`src/rtl/tgt_anticoll.sv`:
```
`timescale 1ns/1ps
module tgt_anticoll #(
  parameter logic [23:0] SEED   = 24'h5A5A5A,
  parameter logic [7:0]  PREFIX = 8'h08
) (
  input  logic       clk,
  input  logic       rst_n,
  input  logic       sess_start,
  input  logic       cfg_we,
  input  logic [1:0] cfg_addr,
  input  logic [7:0] cfg_wdata,
  input  logic       rx_valid,
  input  logic [7:0] rx_data,
  input  logic       rx_last,
  input  logic       rx_short,
  output logic       tx_valid,
  output logic [7:0] tx_data,
  output logic       tx_last,
  output logic [2:0] tx_align,
  output logic       active,
  output logic       irq
);
  typedef enum logic [1:0] {S_IDLE = 2'd0, S_READY = 2'd1, S_ACTIVE = 2'd2, S_HALT = 2'd3} st_t;
  typedef enum logic [1:0] {K_ATQA = 2'd0, K_UID = 2'd1, K_SAK = 2'd2} kind_t;

  st_t         st;
  kind_t       kind;
  logic [23:0] lfsr, rnd;
  logic [15:0] atqa;
  logic [7:0]  sak_cfg, cmd, nvb;
  logic        irq_en, l4, woke_halt;
  logic [2:0]  rcnt, ptr, stop, align;
  logic        ok, long_f, tx_on, first;
  logic [7:0]  uid [0:7];

  always_comb begin
    uid[0] = PREFIX;
    uid[1] = rnd[7:0];
    uid[2] = rnd[15:8];
    uid[3] = rnd[23:16];
    uid[4] = PREFIX ^ rnd[7:0] ^ rnd[15:8] ^ rnd[23:16];
    uid[5] = 8'h00;
    uid[6] = 8'h00;
    uid[7] = 8'h00;
  end

  wire [7:0] sak_tx  = {sak_cfg[7:6], l4, sak_cfg[4:3], 1'b0, sak_cfg[1:0]};
  wire [7:0] cur_cmd = (rcnt == 3'd0) ? rx_data : cmd;
  wire [7:0] cur_nvb = (rcnt == 3'd1) ? rx_data : nvb;
  wire [3:0] nb      = cur_nvb[7:4];
  wire [3:0] nbits   = cur_nvb[3:0];
  wire [3:0] full    = nb - 4'd2;
  wire [2:0] pos     = rcnt - 3'd2;
  wire [7:0] mask    = (8'd1 << nbits[2:0]) - 8'd1;
  wire [3:0] len     = {1'b0, rcnt} + 4'd1;
  wire [3:0] ac_len  = nb + {3'd0, nbits != 4'd0};

  logic byte_ok;
  always_comb begin
    if (rcnt < 3'd2)                                   byte_ok = 1'b1;
    else if ({1'b0, pos} < full)                       byte_ok = (rx_data == uid[pos]);
    else if ({1'b0, pos} == full && nbits != 4'd0 && nbits < 4'd8)
                                                       byte_ok = ((rx_data ^ uid[pos]) & mask) == 8'h00;
    else                                               byte_ok = 1'b0;
  end

  wire fend   = rx_valid && rx_last && !sess_start;
  wire match  = ok && byte_ok;
  wire shrt1  = rx_short && rcnt == 3'd0 && !long_f;
  wire reqa   = shrt1 && rx_data == 8'h26;
  wire wupa   = shrt1 && rx_data == 8'h52;
  wire norm   = !rx_short && !long_f;
  wire hlta   = norm && rcnt == 3'd1 && cmd == 8'h50 && rx_data == 8'h00;
  wire ac_ok  = norm && rcnt >= 3'd1 && cur_cmd == 8'h93 && nb >= 4'd2 && nb <= 4'd6 &&
                nbits <= 4'd7 && len == ac_len;
  wire sel_ok = norm && rcnt == 3'd6 && cmd == 8'h93 && nvb == 8'h70;

  always_ff @(posedge clk or negedge rst_n) begin
    if (!rst_n) lfsr <= SEED;
    else        lfsr <= {lfsr[22:0], lfsr[23] ^ lfsr[22] ^ lfsr[21] ^ lfsr[16]};
  end

  always_ff @(posedge clk or negedge rst_n) begin
    if (!rst_n) begin
      atqa    <= 16'h0004;
      sak_cfg <= 8'h00;
      irq_en  <= 1'b0;
      l4      <= 1'b0;
    end else if (cfg_we) begin
      case (cfg_addr)
        2'd0: atqa[7:0]  <= cfg_wdata;
        2'd1: atqa[15:8] <= cfg_wdata;
        2'd2: sak_cfg    <= cfg_wdata;
        default: begin
          irq_en <= cfg_wdata[0];
          l4     <= cfg_wdata[1];
        end
      endcase
    end
  end

  always_ff @(posedge clk or negedge rst_n) begin
    if (!rst_n) begin
      rcnt   <= 3'd0;
      cmd    <= 8'h00;
      nvb    <= 8'h00;
      ok     <= 1'b0;
      long_f <= 1'b0;
    end else if (sess_start || (rx_valid && rx_last)) begin
      rcnt   <= 3'd0;
      long_f <= 1'b0;
    end else if (rx_valid) begin
      if (rcnt == 3'd0) cmd <= rx_data;
      if (rcnt == 3'd1) nvb <= rx_data;
      ok <= (rcnt == 3'd0) ? 1'b1 : match;
      if (rcnt == 3'd7) long_f <= 1'b1;
      else              rcnt   <= rcnt + 3'd1;
    end
  end

  task automatic start_tx(input kind_t k, input logic [2:0] p, input logic [2:0] s, input logic [2:0] a);
    tx_on <= 1'b1;
    first <= 1'b1;
    kind  <= k;
    ptr   <= p;
    stop  <= s;
    align <= a;
  endtask

  always_ff @(posedge clk or negedge rst_n) begin
    if (!rst_n) begin
      st <= S_IDLE; rnd <= SEED; woke_halt <= 1'b0; irq <= 1'b0;
      tx_on <= 1'b0; first <= 1'b0; kind <= K_ATQA; ptr <= 3'd0; stop <= 3'd0; align <= 3'd0;
    end else if (sess_start) begin
      st <= S_IDLE; rnd <= lfsr; woke_halt <= 1'b0; irq <= 1'b0; tx_on <= 1'b0; first <= 1'b0;
    end else begin
      irq <= 1'b0;
      if (tx_on) begin
        first <= 1'b0;
        if (ptr == stop) tx_on <= 1'b0;
        else             ptr   <= ptr + 3'd1;
      end
      if (fend) begin
        case (st)
          S_IDLE: if (reqa || wupa) begin
            st <= S_READY; woke_halt <= 1'b0;
            start_tx(K_ATQA, 3'd0, 3'd1, 3'd0);
          end
          S_HALT: if (wupa) begin
            st <= S_READY; woke_halt <= 1'b1;
            start_tx(K_ATQA, 3'd0, 3'd1, 3'd0);
          end
          S_READY: begin
            if (ac_ok) begin
              if (match) start_tx(K_UID, full[2:0], 3'd4, nbits[2:0]);
            end else if (sel_ok) begin
              if (match) begin
                st  <= S_ACTIVE;
                irq <= irq_en;
                start_tx(K_SAK, 3'd0, 3'd0, 3'd0);
              end
            end else begin
              st <= woke_halt ? S_HALT : S_IDLE;
            end
          end
          default: if (hlta) st <= S_HALT;
        endcase
      end
    end
  end

  always_comb begin
    case (kind)
      K_ATQA:  tx_data = ptr[0] ? atqa[15:8] : atqa[7:0];
      K_SAK:   tx_data = sak_tx;
      default: tx_data = uid[ptr];
    endcase
  end

  assign tx_valid = tx_on;
  assign tx_last  = tx_on && ptr == stop;
  assign tx_align = (tx_on && first) ? align : 3'd0;
  assign active   = st == S_ACTIVE;
endmodule


```
`config.mk`:
```
export PLATFORM = sky130hd
export DESIGN_NAME = tgt_anticoll
export DESIGN_NICKNAME = d
export VERILOG_FILES = /design/src/rtl/tgt_anticoll.sv
export SDC_FILE = /design/constraint.sdc
export NUM_CORES = 1
export LEC_CHECK = 0
export BUFFER_PORTS_ARGS = -buffer_cell sky130_fd_sc_hd__buf_4
export CORE_UTILIZATION = 48
export CTS_BUF_LIST = sky130_fd_sc_hd__clkbuf_2 sky130_fd_sc_hd__clkbuf_4 sky130_fd_sc_hd__clkbuf_8
export DETAILED_ROUTE_END_ITERATION = 10
export GPL_ROUTABILITY_DRIVEN = 0
export HOLD_SLACK_MARGIN = 0.12
export PLACE_DENSITY_LB_ADDON = 0.3
export SLEW_MARGIN = 20
export SYNTH_ARGS = -nofsm -noshare
export SYNTH_HDL_FRONTEND = slang
export SYNTH_SLANG_ARGS = --single-unit
```
`constraint.sdc`:
```
create_clock -name clk -period 4.7 [get_ports clk]
set_input_delay 0.94 -clock clk [delete_from_list [all_inputs] [get_ports clk]]
set_output_delay 0.94 -clock clk [all_outputs]
set_load 0.01 [all_outputs]
```
==> results of run 1 <==
## stage by stage
step                      hold slack, ns  utilization  power (mW)  cell area [µm²]  setup WS (ns)
after floorplan                    0.349            -        1.38             6330          0.426
after global placement             0.354        0.533        1.53             6780          0.712
after detailed placement           0.357        0.533        1.55             6780          0.396
after CTS                          0.372        0.549        2.16             6980          0.527
after global routing               0.375        0.549        2.25             6980          0.193
final                              0.371        0.549        2.14             6980          0.541
## worst paths after layout
| path | from | endpoint | slack, ns | cells past startpoint |
|---|---|---|---|---|
| setup reg to reg | rcnt[1] | st[0] | 0.54 | 16 |
| hold / removal | lfsr[19] | lfsr[20] | 0.37 | 0 |
| setup / recovery | rcnt[1] | st[0] | 0.54 | 16 |
| hold reg to reg | lfsr[19] | lfsr[20] | 0.37 | 0 |
| max in group asynchronous | rst_n | atqa[2] | 3.19 | 2 |
| min in group asynchronous | rst_n | cmd[3] | 0.61 | 1 |
## metal layers
| metal | track usage | share of wire |
|---|---|---|
| met5 | 0 | 0 |
| met4 | 0.104 | 0.026 |
| met3 | 0.0499 | 0.055 |
| met2 | 0.391 | 0.47 |
| met1 | 0.335 | 0.45 |
## area by class of cell
| class | instances | area, µm² | share of cell area |
|---|---|---|---|
| Multi-Input combinational cell | 441 | 3380 | 0.484 |
| Sequential cell | 108 | 2730 | 0.391 |
| Timing Repair Buffer | 49 | 368 | 0.0527 |
| Tap cell | 172 | 215 | 0.0308 |
| Clock buffer | 11 | 139 | 0.0199 |
| Inverter | 21 | 78.8 | 0.0113 |
| Clock inverter | 5 | 67.6 | 0.00967 |
## state kept, by name, indices dropped and copies added, names as in the netlist, 2 cells and up
name / count
lfsr: 24
rnd: 24
atqa: 16
cmd: 8
nvb: 8
sak_cfg: 6
align: 3
ptr: 3
rcnt: 3
kind: 2
st: 2
## cell usage in the layout (no fill, tap or decap), drive strengths merged, types with 17 or more instances in the layout
cell / netlist / routed
dfrtp: 83 / 83
mux2: 65 / 65
buf: 11 / 49
nand2: 48 / 48
o21ai: 36 / 36
nor2: 32 / 32
mux2i: 27 / 27
dfstp: 25 / 25
a21oi: 24 / 24
inv: 20 / 24
ha: 20 / 20
nand3: 17 / 17
## cell families (layout without fill, tap and decap cells)
group	after synthesis	in the layout	synth area share
simple gates	182	182	0.156
compound gates	131	131	0.139
flops	108	108	0.432
mux	92	92	0.158
buf+inv	47	86	0.0342
fa+ha+maj	20	20	0.0395
xor+xnor	16	16	0.0411
## critical path: stages (launching register included)
cell	delay, ns
dfrtp_1	0.39
inv_1	0.20
ha_1	0.27
nand2b_1	0.18
a21boi_0	0.41
inv_1	0.14
ha_1	0.25
ha_1	0.29
xnor2_1	0.17
nand2_1	0.10
a2111oi_0	0.33
o211ai_1	0.21
or2_2	0.38
o211ai_1	0.11
or3_4	0.17
and4bb_2	0.24
a211oi_1	0.23
## power by group
part	total [mW]	internal (mW)	switching, mW
Sequential	1.09	1.01	0.0805
Clock	0.606	0.268	0.337
Combinational	0.445	0.192	0.253
Total	2.14	1.47	0.671
==> impl_results.md, run 1 <==
- Die height: between 100 and 150 µm
- First-pass GRT wire length: 25400 µm
- Syn_area_per_cell: 10.6 µm²
- TritonCTS clock tree: built
- Core area: about 13000 µm²
- Vias: just under 5000
- Tmin final: 4.16 ns
- Crit path max fanout: 8
- Clock latency on the worst-skew pair: 0.39 ns
- Largest net degree at the start of global routing: 64
- CTS Sinks: approximately 110
- WP data arrival: 4.46 ns
- Initial DRC Count: around 400
- Die area: 13700 µm²
- Tot GR Track Use: 0.248
- Row cnt: 41
- Synthesized cell area: 6330 µm²
- Fillers: between 1000 and 1500
- CTS HTree Levels: 3
- Critical Path Source Type: flip-flop
- Status: finished, final reports clean
- Critical Path End Type: flip-flop
- Antenna diode count: 0
- Count leader, synth: dfrtp_1
- Vias per cell: 6.08
- Longest Clk Path Bufs: 2
- Cell Count, Final, Fillers Out: 807
- Yosys top cell by area: dfrtp_1
- Fin nets: roughly 680
- Post-route ant nets: 0
- # setup viols final: 0
- Initial core utilization: 0.498
- Post-CTS Hold Fix Bufs: 0
- Top post-synthesis cells by count: dfrtp_1 (83), mux2_2 (64), nand2_1 (48), o21ai_0 (36), nor2_1 (32)
- Initial antenna violation count: 0
- Yosys cell types: 73
- Drc violations: 0
- WS Path Type: flip-flop to flip-flop
- Final hold viol count: 0
- Router iterations before antenna repair: 7
- Hpwl dp: about 12000 µm
- Slew Viols, Final: 0
- Root Buffer: clkbuf_8
- Synth Net Count: about 640
- I/O Buffers: 39
- RSZ-0062 raised after global routing: no
- Max capacitance violation total: 0
- Fin crit share: 0.885
- Synthesized netlist cell count: 596
- Drt wl/cell: ~20 µm
- Post-synth EDFFs: 0
- Worst-path clk slew: 0.11 ns
- Vias in the first global route: 4767
- Top_reg_cell synth: dfrtp_1
- I/O pins: 40
- Routed WL: 15800 µm
- Synth top area share: 0.328
- Seq/Total Area, Yosys: 0.432
- Inst Count DP: 791
- Required @ worst endpoint: roughly 5.0 ns
- Setup Buffers After CTS: 0
- GRT overflow: 0
- Maximum vdd ir drop: 0.226 mV
- Min-Delay Path Class: flip-flop to flip-flop
- Area growth, synth to finish: 10.3%
- Layout cells sized above 1: 0.274
- Final setup TNS: 0 ns
- Syn. warnings: 0
- Die width: around 120 µm
- CTS Buf Count: 9
- Top post-synthesis cells by area: dfrtp_1 (33%), mux2_2 (11%), dfstp_2 (10%)
- Least-Margin Pin Slew: 0.759 ns
- Clock skew: 0.0128 ns
- Resized Gates After CTS: 0
- Pwr Density: 307 nW/µm²
- Relative slew slack: 0.494
- Share of synthesized registers carrying an async set or reset: 1.00
- Leak: 3.16 nW
- Fmax: 240 MHz
- Synth Register Bits: 108
Note: power is estimated with default switching activity, not from simulation.
==> run 2, diff against run 1 <==
- RECOVER_POWER: default -> 50
==> run 2 against run 1 <==
  * The run now ends with max-capacitance violations, max-slew violations left
  * Hold slack barely moved
  * Non-clock buffer count is the same
  * Critical path depth unchanged
  * Clock skew about the same
  * Die area did not move
  * Maximum frequency fell by 1.9%
  * Wire length increased by 0.34%
  * First-iteration DRC count up 0.76%
  * Global-route usage stayed put
  * Clock power is essentially flat
  * Register-to-register slack got worse by 0.08 ns
  * Critical endpoint unchanged
  * Largest power group unchanged
==> impl_results.md, run 2 (same netlist as run 1, synthesis figures left out) <==
- Final Core Density: 0.548 (-0.00138)
- FF+latch area: 2730 µm² (unchanged)
- Tmin final: 4.24 ns (+0.0810 ns)
- Clock power share: 0.283 (about the same)
- WP data arrival: 4.51 ns (+0.05 ns)
- Reg2Reg Depth: 16 (unchanged)
- Row cnt: 41 (unchanged)
- Routed WL: 15800 µm (+0.34%)
- Layout cells sized above 1: 0.260 (-0.0142)
- Fin nets: 675 (unchanged)
- Cell Count, Final, Fillers Out: 807 (unchanged)
- Commonest non-fill, non-tap cell in the layout: dfrtp_1
- Die width: 117 µm (unchanged)
- Area of the multi-input gates: 3380 µm² (unchanged)
- # setup viols final: 0 (unchanged)
- Area growth, synth to finish: 10.0%
- Post-route ant nets: 0 (unchanged)
- CP Depth: 16 (unchanged)
- Hold Crit Start: lfsr[19]
- Crit path max fanout: 8 (unchanged)
- Reg power frac: 0.510 (about the same)
- Inst Count DP: 791 (unchanged)
- Maximum vdd ir drop: 0.224 mV (-0.77%)
- Post-CTS Hold Fix Bufs: 0 (unchanged)
- Slew Viols, Final: 109 (+109)
- TritonCTS clock tree: built
- Router iterations before antenna repair: 5 (-2)
- Core area: 12700 µm² (unchanged)
- Vias: 4897 (-0.12%)
- Status: finished, violations left
- Vias in the first global route: 4767 (unchanged)
- Clock skew: 0.0127 ns (-0.000130 ns)
- Internal cell power: 1.47 mW (about the same)
- Resized Gates After CTS: 0 (unchanged)
- Vias per cell: 6.07 (-0.12%)
- Fmax: 236 MHz (-1.9%)
- Hold depth: 0 (unchanged)
- Root Buffer: clkbuf_8
- Initial core utilization: 0.498 (unchanged)
- Final setup TNS: 0 ns (unchanged)
- Setup Buffers After CTS: 0 (unchanged)
- Fillers: 1180 (+0.34%)
- Max capacitance violation total: 2 (+2)
- Min-Delay Endpoint: lfsr[20]
- Critical register-to-register path startpoint: rcnt[1]
- Cell family with most CP delay: compound AO/OA/AOI/OAI gates
- CTS Sinks: 108 (unchanged)
- Longest Clk Path Bufs: 2 (unchanged)
- Sw frac: 0.314 (+0.000451)
- I/O pins: 40 (unchanged)
- Crit path cell chain: inv_1, ha_1, nand2b_1, a21boi_0, inv_1, ha_1, ha_1, xnor2_1, nand2_1, a2111oi_0, o211ai_1, or2_2, o211ai_1, or3_4, and4bb_2, a211oi_1
- Worst path slowest cell: a21boi_0
- P_sw: 0.672 mW (+0.13%)
- Required @ worst endpoint: 4.97 ns (-0.03 ns)
- Tot GR Track Use: 0.248 (unchanged)
- Logic pwr share: 0.208 (about the same)
- GRT overflow: 0 (unchanged)
- Most used cell, CP: ha_1
- Critical Path End Type: flip-flop
- First-pass GRT wire length: 25400 µm (unchanged)
- Drc violations: 0 (unchanged)
- Drt wl/cell: 19.6 µm (+0.34%)
- CTS Buf Count: 9 (unchanged)
- Initial antenna violation count: 0 (unchanged)
- Least-Margin Pin Slew: 3.19 ns (+2.43 ns)
- Crit Reg-Reg Endpoint: st[0]
- RSZ-0062 raised after global routing: no
- Fin crit share: 0.902 (+0.0172)
- WS Path Type: flip-flop to flip-flop
- Critical Path Source Type: flip-flop
- Pwr Density: 308 nW/µm² (+0.23%)
- Clock latency on the worst-skew pair: 0.39 ns (about the same)
- Worst path max stage delay: 0.42 ns (about the same)
- CTS HTree Levels: 3 (unchanged)
- Die height: 117 µm (unchanged)
- Antenna diode count: 0 (unchanged)
- Failing checks: max-capacitance violations, max-slew violations
- Relative slew slack: -1.13 (-1.62)
- Min-Delay Path Class: flip-flop to flip-flop
- I/O Buffers: 39 (unchanged)
- Die area: 13700 µm² (unchanged)
- Initial DRC Count: 398 (+0.76%)
- Largest net degree at the start of global routing: 64 (unchanged)
- Commonest cells after routing, fill and taps aside: dfrtp_1 (83), mux2_2 (64), nand2_1 (48), buf_4 (44), o21ai_0 (36)
- Worst-path clk slew: 0.11 ns (about the same)
- CP bufs+invs: 2 (unchanged)
- Final hold viol count: 0 (unchanged)
- Reg2reg setup slack: 0.46 ns (-0.08 ns)
- Hpwl dp: 11700 µm (unchanged)
- Largest regs: lfsr x24, rnd x24, atqa x16
- Leak: 3.15 nW (-0.45%)
## run 2: changes by cell type in the layout (fill, tap and decap cells not counted), sizes merged
cell    change
clkbuf      +5
buf         -5
## run 2: worst max path at each step
stage / start / slack [ns] / endpoint
final: rcnt[1] / 0.46 / st[0]
after CTS: rcnt[1] / 0.53 / st[0]
after global placement: rx_data[2] / 0.71 / ptr[0]
after floorplan: rcnt[1] / 0.43 / align[1]
after global routing: rcnt[1] / 0.13 / st[0]
after detailed placement: rx_data[4] / 0.40 / st[0]
## run 2: stage by stage
| stage | cell area, µm² | worst slack [ns] | hold slack (ns) | total power [mW] |
|---|---|---|---|---|
| 6_report | 6970 | 0.460 | 0.371 | 2.14 |
| 5_1_grt | 6970 | 0.130 | 0.375 | 2.25 |
| 4_1_cts | 6980 | 0.527 | 0.372 | 2.16 |
| 3_5_place_dp | 6780 | 0.396 | 0.357 | 1.55 |
| 3_3_place_gp | 6780 | 0.712 | 0.354 | 1.53 |
| 2_1_floorplan | 6330 | 0.426 | 0.349 | 1.38 |
## run 2: power groups by stage
stage,clock network [mW],registers [mW],logic [mW]
5_1_grt,0.657,1.11,0.491
6_report,0.606,1.09,0.445
4_1_cts,0.623,1.09,0.444
3_3_place_gp,0,1.10,0.424
3_5_place_dp,0,1.11,0.440
2_1_floorplan,0,1.08,0.306
## run 2: layout make-up
class | count | area share
clock buffer | 11 | 0.0199
clock inverter | 5 | 0.00970
inverter | 21 | 0.0113
multi-input combinational | 441 | 0.485
sequential | 108 | 0.392
tap | 172 | 0.0309
timing repair buffer | 49 | 0.0503
## run 2: per-layer routing
metal | routed length, µm | track usage
met2 | 7390 | 0.391
met5 | 0 | 0
met1 | 7040 | 0.335
met4 | 403 | 0.104
met3 | 979 | 0.0499
==> run 3, diff against run 2 <==
- ABC_AREA: default -> 1
- CELL_PAD_IN_SITES_DETAIL_PLACEMENT: default -> 0
- CELL_PAD_IN_SITES_GLOBAL_PLACEMENT: default -> 2
- CORE_UTILIZATION: 48 -> 37
==> run 3 against run 2 <==
  * The flow still finishes with violations (max-capacitance violations, max-slew violations)
  * Final area increased by 1.1%
  * Largest cell class unchanged
  * Area after synthesis rose by 0.28%
  * Setup slack better by 0.37 ns
  * Cell count up 37%
  * Clock power rose by 3%
  * Clock skew rose by 0.0044 ns
  * Hold slack improved by 0.020 ns
  * Total power increased by 19%
  * Critical path type unchanged
  * Sequential power about the same
==> impl_results.md, run 3 <==
- GRT overflow: 0 (unchanged)
- Final Core Density: 0.423 (-0.124)
- Critical register-to-register path startpoint: rcnt[1]
- Core area: 16600 µm² (+31%)
- Die width: 133 µm (+14%)
- Row cnt: 47 (+15%)
- Min-Delay Path Class: flip-flop to flip-flop
- Clock skew: 0.0171 ns (+0.00443 ns)
- Cell family with most CP delay: simple AND/OR/NAND/NOR gates
- Share of synthesized registers carrying an async set or reset: 1.00 (unchanged)
- Synth Register Bits: 108 (unchanged)
- Reg2reg setup slack: 0.82 ns (+0.37 ns)
- Longest Clk Path Bufs: 2 (unchanged)
- Fillers: 1732 (+47%)
- Top post-synthesis cells by count: nand2_1 (245), o21ai_0 (99), inv_1 (93), dfrtp_1 (83), nand3_1 (74)
- Least-Margin Pin Slew: 2.00 ns (-1.19 ns)
- Area growth, synth to finish: 10.9%
- RSZ-0062 raised after global routing: no
- Drc violations: 0 (unchanged)
- Reg2Reg Depth: 21 (+5)
- CTS Buf Count: 9 (unchanged)
- # setup viols final: 0 (unchanged)
- First-pass GRT wire length: 29700 µm (+17%)
- Top post-synthesis cells by area: dfrtp_1 (33%), nand2_1 (14%), dfstp_2 (10%)
- Synthesized netlist cell count: 849 (+42%)
- Synth Area in Simple Gates: 0.290 (+0.133)
- WP data arrival: 4.19 ns (-0.32 ns)
- Tot GR Track Use: 0.221 (-0.0266)
- Router iterations before antenna repair: 5 (unchanged)
- Resized Gates After CTS: 0 (unchanged)
- FF+latch area: 2730 µm² (unchanged)
- CP bufs+invs: 2 (unchanged)
- Final setup TNS: 0 ns (unchanged)
- Commonest cells after routing, fill and taps aside: nand2_1 (245), o21ai_0 (99), inv_1 (93), dfrtp_1 (83), nand3_1 (74)
- CTS Sinks: 108 (unchanged)
- Fin crit share: 0.824 (-0.0777)
- Setup Buffers After CTS: 0 (unchanged)
- Vias: 5705 (+16%)
- Post-synthesis mux area share: 0 (-0.158)
- Slew Viols, Final: 76 (-30%)
- Synth Net Count: 894 (+39%)
- Fin nets: 926 (+37%)
- Syn. warnings: 0 (unchanged)
- CTS HTree Levels: 3 (unchanged)
- Commonest non-fill, non-tap cell in the layout: nand2_1
- Area of the multi-input gates: 3100 µm² (-8.4%)
- Status: finished, violations left
- Antenna diode count: 0 (unchanged)
- Die area: 17700 µm² (+30%)
- Relative slew slack: -0.330 (+0.797)
- Tmin final: 3.88 ns (-0.365 ns)
- Yosys top cell by area: dfrtp_1
- Post-synthesis compound-gate area fraction: 0.145 (+0.00632)
- Drt wl/cell: 16.9 µm (-14%)
- Crit path max fanout: 17 (+9)
- Seq/Total Area, Yosys: 0.431 (-0.00119)
- Failing checks: max-capacitance violations, max-slew violations
- Layout cells sized above 1: 0.121 (-0.139)
- Final hold viol count: 0 (unchanged)
- Fmax: 258 MHz (+9.4%)
- Crit Reg-Reg Endpoint: kind[0]
- Largest regs: lfsr x24, rnd x24, atqa x16
- Max capacitance violation total: 2 (unchanged)
- Count leader, synth: nand2_1
- I/O pins: 40 (unchanged)
- Leak: 3.32 nW (+5.4%)
- Post-route ant nets: 0 (unchanged)
- Maximum vdd ir drop: 0.241 mV (+7.5%)
- Hpwl dp: 14000 µm (+19%)
- Worst-path clk slew: 0.12 ns (about the same)
- Vias per cell: 5.16 (-15%)
- Critical Path Source Type: flip-flop
- Synth top area share: 0.327 (-0.000905)
- Syn_area_per_cell: 7.48 µm² (-30%)
- Worst path max stage delay: 0.70 ns (+0.28 ns)
- Post-Synth XOR/XNOR Area: 0.0124 (-0.0287)
- Pre-CTS setup slack: 0.877 ns (+0.481 ns)
- Pwr Density: 363 nW/µm² (+18%)
- Die height: 133 µm (+14%)
- Initial antenna violation count: 0 (unchanged)
- Initial core utilization: 0.382 (-0.116)
- Largest net degree at the start of global routing: 54 (-16%)
- Required @ worst endpoint: 5.01 ns (+0.04 ns)
- Routed WL: 18700 µm (+18%)
- Top_reg_cell synth: dfrtp_1
- Main combinational cell family by area after synthesis: simple AND/OR/NAND/NOR gates
- Synthesized cell area: 6350 µm² (+0.28%)
- Critical Path End Type: flip-flop
- Worst path slowest cell: dfrtp_1
- Clock latency on the worst-skew pair: 0.41 ns (+0.02 ns)
- Root Buffer: clkbuf_8
- Post-synth EDFFs: 0 (unchanged)
- CP Depth: 21 (+5)
- Vias in the first global route: 5415 (+14%)
- I/O Buffers: 39 (unchanged)
- Yosys cell types: 45 (-38%)
- Crit path from: rcnt[1]
- Synth Area in Adders: 0.0394 (-0.000109)
- Crit path cell chain: inv_2, ha_1, nand2_8, nor2_2, a21oi_4, inv_2, ha_1, ha_1, nand3_1, nor2_1, nand2_1, nor2_1, nand2_1, nor2_1, nand3_1, nand2_2, nand3_4, nand2_4, nand2_4, nand2_1, o21ai_2
- Initial DRC Count: 410 (+3.0%)
- Final Worst Setup Slack: 0.825 ns (+0.365 ns)
- Post-CTS Hold Fix Bufs: 0 (unchanged)
- Worst Setup EP: kind[0]
- TritonCTS clock tree: built
- WS Path Type: flip-flop to flip-flop
-- run 3: changes by cell type after synthesis, moves of 10 or more --
cell,change
nand2_1,+197
inv_1,+73
mux2_2,-64
o21ai_0,+63
nand3_1,+57
mux2i_1,-27
nor2_1,+25
a22oi_1,-12
nor2b_1,-10
-- run 3: stage by stage --
| step | hold slack (ns) | instance area (µm²) | power [mW] | std cells |
|---|---|---|---|---|
| final | 0.390 | 7040 | 2.56 | 1106 |
| after global routing | 0.397 | 7040 | 2.73 | 1106 |
| after CTS | 0.383 | 7060 | 2.58 | 1106 |
| after detailed placement | 0.365 | 6830 | 1.94 | 1090 |
| after global placement | 0.362 | 6830 | 1.94 | 1090 |
| after floorplan | 0.354 | 6350 | 1.68 | 849 |
-- run 3: how the worst min path moves through the flow --
stage / from / to / cells after the start
CTS: lfsr[11] / lfsr[12] / 0
detailed placement: lfsr[11] / lfsr[12] / 0
finish: lfsr[7] / lfsr[8] / 0
global placement: lfsr[18] / lfsr[19] / 0
global route: lfsr[5] / lfsr[6] / 0
floorplan: lfsr[11] / lfsr[12] / 0
-- run 3: routing by layer --
| metal | GRT usage | vias up | part of all wire |
|---|---|---|---|
| met4 | 0.0798 | 0 | 0.025 |
| met3 | 0.0299 | 24 | 0.035 |
| met5 | 0 | - | 0 |
| met2 | 0.360 | 155 | 0.47 |
| li1 | - | 2834 | - |
| met1 | 0.301 | 2692 | 0.47 |
-- run 3: cell families after synthesis --
group,count (synthesis)
simple gates,423
compound gates,162
buf+inv,127
flops,108
fa+ha+maj,20
xor+xnor,9
-- run 3: final cells by class --
class	count	share of cell area
clock buffer	9	0.0176
clock inverter	7	0.0144
inverter	103	0.0552
multi-input combinational	614	0.440
sequential	108	0.388
tap	220	0.0391
timing repair buffer	45	0.0460
-- run 3: power by group --
| part | leakage [nW] | internal [mW] | total, mW | switching (mW) |
|---|---|---|---|---|
| logic | 1.86 | 0.301 | 0.823 | 0.523 |
| clock network | 0.110 | 0.222 | 0.624 | 0.402 |
| registers | 1.35 | 1.02 | 1.11 | 0.0880 |
| total | 3.32 | 1.55 | 2.56 | 1.01 |
